==> src/rtl/ppb_pkg.sv <==
package ppb_pkg;
  localparam int unsigned TGT_N = 4;

  typedef enum logic [1:0] {
    TGT_SYS     = 2'd0,
    TGT_TICK_S  = 2'd1,
    TGT_TICK_NS = 2'd2,
    TGT_LOCAL   = 2'd3
  } tgt_e;

  typedef enum logic [2:0] {
    SUB_NONE   = 3'd0,
    SUB_CTYPE  = 3'd1,
    SUB_INTC   = 3'd2,
    SUB_CTRL   = 3'd3,
    SUB_SWTRIG = 3'd4
  } sub_e;

  localparam logic [11:0] CTYPE_LO  = 12'h004;
  localparam logic [11:0] CTYPE_HI  = 12'h007;
  localparam logic [11:0] INTC_LO   = 12'h100;
  localparam logic [11:0] INTC_HI   = 12'h7EF;
  localparam logic [11:0] CTRL_LO   = 12'hD00;
  localparam logic [11:0] CTRL_HI   = 12'hD3F;
  localparam logic [11:0] SWTRIG_LO = 12'hF00;
  localparam logic [11:0] SWTRIG_HI = 12'hF03;
endpackage

==> src/rtl/ppb_window_match.sv <==
module ppb_window_match #(
  parameter int unsigned    AW      = 20,
  parameter int unsigned    SPAN_AW = 12,
  parameter logic [AW-1:0]  BASE    = '0,
  parameter bit             EN      = 1'b1
) (
  input  logic [AW-1:0]      addr_i,
  output logic               hit_o,
  output logic [SPAN_AW-1:0] off_o
);
  assign off_o = addr_i[SPAN_AW-1:0];

  generate
    if (EN) begin : g_on
      assign hit_o = (addr_i[AW-1:SPAN_AW] == BASE[AW-1:SPAN_AW]);
    end else begin : g_off
      assign hit_o = 1'b0;
    end
  endgenerate
endmodule

==> src/rtl/ppb_sys_subdec.sv <==
module ppb_sys_subdec
  import ppb_pkg::*;
#(
  parameter int unsigned OW = 12
) (
  input  logic [OW-1:0] off_i,
  output logic [2:0]    sub_o
);
  always_comb begin
    sub_o = SUB_NONE;
    if (off_i >= CTYPE_LO && off_i <= CTYPE_HI)        sub_o = SUB_CTYPE;
    else if (off_i >= INTC_LO && off_i <= INTC_HI)     sub_o = SUB_INTC;
    else if (off_i >= CTRL_LO && off_i <= CTRL_HI)     sub_o = SUB_CTRL;
    else if (off_i >= SWTRIG_LO && off_i <= SWTRIG_HI) sub_o = SUB_SWTRIG;
  end
endmodule

==> src/rtl/ppb_local_rsp.sv <==
module ppb_local_rsp #(
  parameter int unsigned   DW     = 32,
  parameter logic [DW-1:0] ID_VAL = 32'h0000_043B
) (
  input  logic          clk_i,
  input  logic          rst_ni,
  input  logic          fire_i,
  input  logic          priv_i,
  input  logic          id_hit_i,
  output logic          rsp_valid_o,
  output logic          rsp_err_o,
  output logic [DW-1:0] rsp_rdata_o
);
  always_ff @(posedge clk_i or negedge rst_ni) begin
    if (!rst_ni) begin
      rsp_valid_o <= 1'b0;
      rsp_err_o   <= 1'b0;
      rsp_rdata_o <= '0;
    end else begin
      rsp_valid_o <= fire_i;
      rsp_err_o   <= fire_i & ~priv_i;
      rsp_rdata_o <= (fire_i && priv_i && id_hit_i) ? ID_VAL : '0;
    end
  end
endmodule

==> src/rtl/ppb_decoder.sv <==
module ppb_decoder
  import ppb_pkg::*;
#(
  parameter int unsigned   AW         = 20,
  parameter int unsigned   RW         = 12,
  parameter int unsigned   DW         = 32,
  parameter logic [AW-1:0] SYS_BASE   = 20'h0E000,
  parameter logic [AW-1:0] ALIAS_BASE = 20'h2E000,
  parameter logic [AW-1:0] ERR_BASE   = 20'h05000,
  parameter logic [RW-1:0] TICK_LO    = 12'h010,
  parameter logic [RW-1:0] TICK_HI    = 12'h0EF,
  parameter logic [RW-1:0] ID_OFF     = 12'hE10,
  parameter logic [DW-1:0] ID_VAL     = 32'h0000_043B,
  parameter bit            ALIAS_EN   = 1'b1,
  parameter bit            ERRBLK_EN  = 1'b1
) (
  input  logic            clk_i,
  input  logic            rst_ni,
  input  logic            req_valid_i,
  input  logic [AW-1:0]   req_addr_i,
  input  logic            req_write_i,
  input  logic            req_secure_i,
  input  logic            req_priv_i,
  output logic [TGT_N-1:0] sel_o,
  output logic [RW-1:0]   fwd_addr_o,
  output logic            fwd_secure_o,
  output logic [2:0]      sys_sub_o,
  output logic            rsp_valid_o,
  output logic            rsp_err_o,
  output logic [DW-1:0]   rsp_rdata_o
);
  logic          sys_hit, alias_hit, err_hit;
  logic [RW-1:0] sys_off, alias_off, err_off;
  logic          sys_in_tick, alias_in_tick, id_hit;
  logic [2:0]    sub_raw;

  ppb_window_match #(.AW(AW), .SPAN_AW(RW), .BASE(SYS_BASE), .EN(1'b1)) u_sys_win (
    .addr_i(req_addr_i), .hit_o(sys_hit), .off_o(sys_off)
  );
  ppb_window_match #(.AW(AW), .SPAN_AW(RW), .BASE(ALIAS_BASE), .EN(ALIAS_EN)) u_alias_win (
    .addr_i(req_addr_i), .hit_o(alias_hit), .off_o(alias_off)
  );
  ppb_window_match #(.AW(AW), .SPAN_AW(RW), .BASE(ERR_BASE), .EN(ERRBLK_EN)) u_err_win (
    .addr_i(req_addr_i), .hit_o(err_hit), .off_o(err_off)
  );

  assign sys_in_tick   = (sys_off >= TICK_LO) && (sys_off <= TICK_HI);
  assign alias_in_tick = (alias_off >= TICK_LO) && (alias_off <= TICK_HI);

  // priority: tick > system > secure alias > local (default, error block, NS alias)
  always_comb begin
    sel_o        = '0;
    fwd_addr_o   = '0;
    fwd_secure_o = 1'b0;
    if (req_valid_i) begin
      if (sys_hit) begin
        fwd_addr_o   = sys_off;
        fwd_secure_o = req_secure_i;
        if (sys_in_tick) sel_o[req_secure_i ? TGT_TICK_S : TGT_TICK_NS] = 1'b1;
        else             sel_o[TGT_SYS] = 1'b1;
      end else if (alias_hit && req_secure_i) begin
        fwd_addr_o = alias_off;
        if (alias_in_tick) sel_o[TGT_TICK_NS] = 1'b1;
        else               sel_o[TGT_SYS] = 1'b1;
      end else begin
        sel_o[TGT_LOCAL] = 1'b1;
      end
    end
  end

  ppb_sys_subdec #(.OW(RW)) u_subdec (.off_i(fwd_addr_o), .sub_o(sub_raw));
  assign sys_sub_o = sel_o[TGT_SYS] ? sub_raw : SUB_NONE;

  assign id_hit = err_hit && (err_off == ID_OFF) && !req_write_i;

  ppb_local_rsp #(.DW(DW), .ID_VAL(ID_VAL)) u_local (
    .clk_i       (clk_i),
    .rst_ni      (rst_ni),
    .fire_i      (sel_o[TGT_LOCAL]),
    .priv_i      (req_priv_i),
    .id_hit_i    (id_hit),
    .rsp_valid_o (rsp_valid_o),
    .rsp_err_o   (rsp_err_o),
    .rsp_rdata_o (rsp_rdata_o)
  );
endmodule

==> config.mk <==
export PLATFORM = sky130hd
export DESIGN_NAME = ppb_decoder
export DESIGN_NICKNAME = d
export VERILOG_FILES = /design/src/rtl/ppb_pkg.sv /design/src/rtl/ppb_window_match.sv /design/src/rtl/ppb_sys_subdec.sv /design/src/rtl/ppb_local_rsp.sv /design/src/rtl/ppb_decoder.sv
export SDC_FILE = /design/constraint.sdc
export NUM_CORES = 1
export LEC_CHECK = 0
export ABC_AREA = 1
export BUFFER_PORTS_ARGS = -buffer_cell sky130_fd_sc_hd__buf_2
export CAP_MARGIN = 10
export CORE_MARGIN = 4
export CORE_UTILIZATION = 36
export CTS_CLUSTER_DIAMETER = 60
export DETAILED_ROUTE_END_ITERATION = 10
export GPL_ROUTABILITY_DRIVEN = 0
export PLACE_DENSITY = 0.78
export SYNTH_ARGS = -nofsm -noshare
export SYNTH_HDL_FRONTEND = slang
export SYNTH_SLANG_ARGS = --single-unit
==> constraint.sdc <==
create_clock -name clk_i -period 1.48 [get_ports clk_i]
set_input_delay 0.148 -clock clk_i [delete_from_list [all_inputs] [get_ports clk_i]]
set_output_delay 0.148 -clock clk_i [all_outputs]
set_load 0.02 [all_outputs]
==> impl.org <==
** Drt
- Summed over all layers, the routed wires come to 2.727 mm.
- In this run, the number of DRC markers left after iteration 0 of detailed routing was 11.
- Antenna Violating Nets Remaining :: 0
- Using the TritonRoute via totals, the vias-per-cell ratio works out to 4.502.
- Vias after detailed routing :: 1040
- After detailed routing, the number of remaining DRC violations is 0.
- Total iterations of the first detailed-routing run :: 5
- Routed length per instance :: approximately 12 um

** Power
- Part of the power in registers :: 0.189
- Total net switching power :: 0.2044 mW
- Standby leakage power :: 0.7552 nW
- Gate power share :: 0.476
- Design Power :: 0.4540 mW
- Internal power comes to 0.2497 mW.
- Part of the power in the clock network :: 0.336
- For this design the ratio of total power to cell area is 347.9 nW/um^2.
- Fraction of power spent switching nets :: 0.4501
- Worst vdd rail ir drop :: ~310 uV

** STA
- Of the available clock period, the critical path in the final layout requires 1.072.
- The hold violation count in the final report came to 0.
- Count of endpoints failing setup in the final report :: 3
- The number of slew-limit violations in the final report is 0.
- The smallest clock period supported by the final layout is computed as 1.587 ns.
- Setup repair after global routing could not meet its margin everywhere.
- Timing would allow up to between 600 and 700 MHz.
- In the post-route analysis, the smallest setup slack over all paths is -0.1067 ns.

** Setup path
- The critical path is of the input pin to primary output type.
- In this run the worst path has a maximum fanout of 5.
- STA classifies the critical path endpoint as a primary output.
- At the worst endpoint, the arrival time is about 1.4 ns.
- The worst setup path is launched from an input pin.
- Required time of the critical path :: 1.33 ns

** Die
- The initialized floorplan defines 16 standard-cell rows.
- The die is 55.64 um tall.
- Starting Density :: 0.3962
- Total I/O pin count :: 80
- The die is 55.64 um wide.
- Die area :: 3096 sq um
- The core region is 2062 sq um.

** Synth
- Netlist Area Pre-Place :: 817.0 sq um
- Share of flip-flops with an asynchronous set or reset :: 1.000
- Of the synthesized area, sequential elements account for 0.09188.
- Syn Inst Count :: 135
- Main flop type after synthesis :: dfrtp_1
- Synth Warn # :: 0
- Distinct cell type count of the synthesized netlist :: 24
- Mean area per synthesized cell :: 6.052 sq um
- In this run, synthesis produced a sequential element count of 3.
- Counting flops with a built-in enable in the synthesized netlist gives 0.

** Clock tree
- CTS saw 3 sinks.
- After clock tree synthesis, the clock-pin slew on the worst setup and hold paths is 0.04 ns.
- The cell sitting at the root of the clock tree is a clkbuf_4.
- Clock tree synthesis inserted a total of 3 buffers.
- H-Tree Depth :: 1
- TritonCTS built the clock tree.
- The clock passes through at most 2 buffers.

** Layout
- Fill count :: 190
- Diode count :: 0
- For this run, the post-layout net count is 231.
- Of the cells placed in the final design, the portion with a size suffix greater than 1 is 0.5196.
- In the layout the commonest cells are buf_2 (44), conb_1 (26), inv_1 (22).
- Once layout is complete, the cells apart from fillers number 231.
- Leaving out fill and tap cells, the most frequent cell in the layout is buf_2.
- At the end of the flow the core is filled with cells to 0.6329.
- Summed area of non-filler cells in the final layout :: 1305 sq um
- From synthesis to final layout, the design area changed by 59.72%.

** Worst hold path
- The worst hold path passes through 2 cells.
- The tightest min-delay check is of the input pin to flop type.
- End point of the worst hold path :: u_local.rsp_err_o
- Worst min-delay path startpoint :: req_priv_i

** Placed design
- Before CTS, the worst setup slack after placement is -0.06122 ns.
- Instance count after placement with tap cells included :: ~220
- Placed inst area :: ~1100 sq um
- Input and output buffers added on the ports amount to 53.
- The HPWL after detailed placement is 2.012 mm.

** Flow run
- Number of violations of the max-capacitance limit :: 0

** Outcome
- Violated checks :: setup timing
- The run finished, with violations left.

** Global route
- The number of global-route vias before repair came to 899.
- Number of antenna violations at the first check in global routing :: 0
- Wire length of the first global-routing pass :: 3.988 mm
- Total routing usage reported by global routing :: 0.1576
- Global-route congestion overflow total :: 0
- Maximum number of pins on one net before global-route repair :: 7
-- timing repair --
action                                 4_1_cts  5_1_grt
pin swaps                                    5       19
hold buffers                                 1        0
endpoints found under the hold margin        3        0
resized for setup                           13       29
cloned                                       1        0
setup endpoints to repair                    4        6
setup buffers                                3        3
-- layout make-up --
class	instances	area, sq um	area share
multi-input combinational	100	616.8	0.4727
timing repair buffer	72	459.2	0.3519
inverter	25	93.84	0.07191
sequential	3	75.07	0.05753
tap	27	33.78	0.02589
clock buffer	4	26.28	0.02013
-- Yosys cell counts, types with 2 or more instances --
master | instances | area [sq um]
nand2_1 | 13 | 48.80
nor4_1 | 6 | 37.54
nor2_1 | 21 | 78.83
a21oi_1 | 2 | 10.01
nand4_1 | 7 | 43.79
dfrtp_1 | 3 | 75.07
buf_4 | 32 | 240.2
nand3b_1 | 2 | 15.01
nor2_4 | 3 | 33.78
inv_1 | 24 | 90.09
nand2_2 | 2 | 12.51
nand3_1 | 8 | 40.04
-- how the worst max path moves through the flow --
stage	from	end	slack, ns	cells past startpoint
6_report	req_addr_i[18]	sys_sub_o[2]	-0.11	9
5_1_grt	req_addr_i[13]	sys_sub_o[2]	-0.15	10
4_1_cts	req_addr_i[12]	sys_sub_o[2]	0.003	9
3_5_place_dp	req_addr_i[19]	sys_sub_o[1]	-0.06	11
3_3_place_gp	req_addr_i[12]	sys_sub_o[2]	-0.07	9
2_1_floorplan	req_addr_i[19]	sys_sub_o[2]	0.002	7
-- sequential cells by signal (all words and copies together), names as in the netlist --
register and flops:
u_local.rsp_rdata_o 1, u_local.rsp_valid_o 1, u_local.rsp_err_o 1
-- routing by layer --
layer | up-vias | GRT usage | share of wire
li1 | 512 | - | -
met1 | 463 | 0.1847 | 0.41
met2 | 57 | 0.2601 | 0.47
met3 | 8 | 0.04408 | 0.090
met4 | 0 | 0.07986 | 0.026
met5 | - | 0 | 0
-- per-stage QoR --
| step | TNS [ns] | hold WS [ns] |
|---|---|---|
| 2_1_floorplan | 0 | -0.1476 |
| 3_3_place_gp | -0.1172 | -0.05670 |
| 3_5_place_dp | -0.1774 | -0.05484 |
| 4_1_cts | 0 | 0.08463 |
| 5_1_grt | -0.4240 | 0.09617 |
| 6_report | -0.2456 | 0.09967 |
-- power by group through the flow --
stage | clock network (mW) | registers (mW) | logic, mW
CTS | 0.160 | 0.0857 | 0.192
finish | 0.152 | 0.0858 | 0.216
global placement | 0 | 0.0868 | 0.176
global route | 0.163 | 0.0866 | 0.231
floorplan | 0 | 0.0909 | 0.156
detailed placement | 0 | 0.0868 | 0.178
-- cells by family after synthesis --
family,Yosys count,share of synthesized area
simple gates,67,0.4426
buf+inv,58,0.4150
flops,3,0.09188
compound gates,6,0.04595
other cells,1,0.004590
-- worst max-delay path: stages --
cell     delay [ns]
buf_6          0.09
nor2_4         0.11
nand2_4        0.07
nor2_4         0.16
nand3_4        0.13
nor2_4         0.17
nand2_2        0.08
nor4_2         0.29
buf_4          0.19
Note: power is estimated with default switching activity, not from simulation.
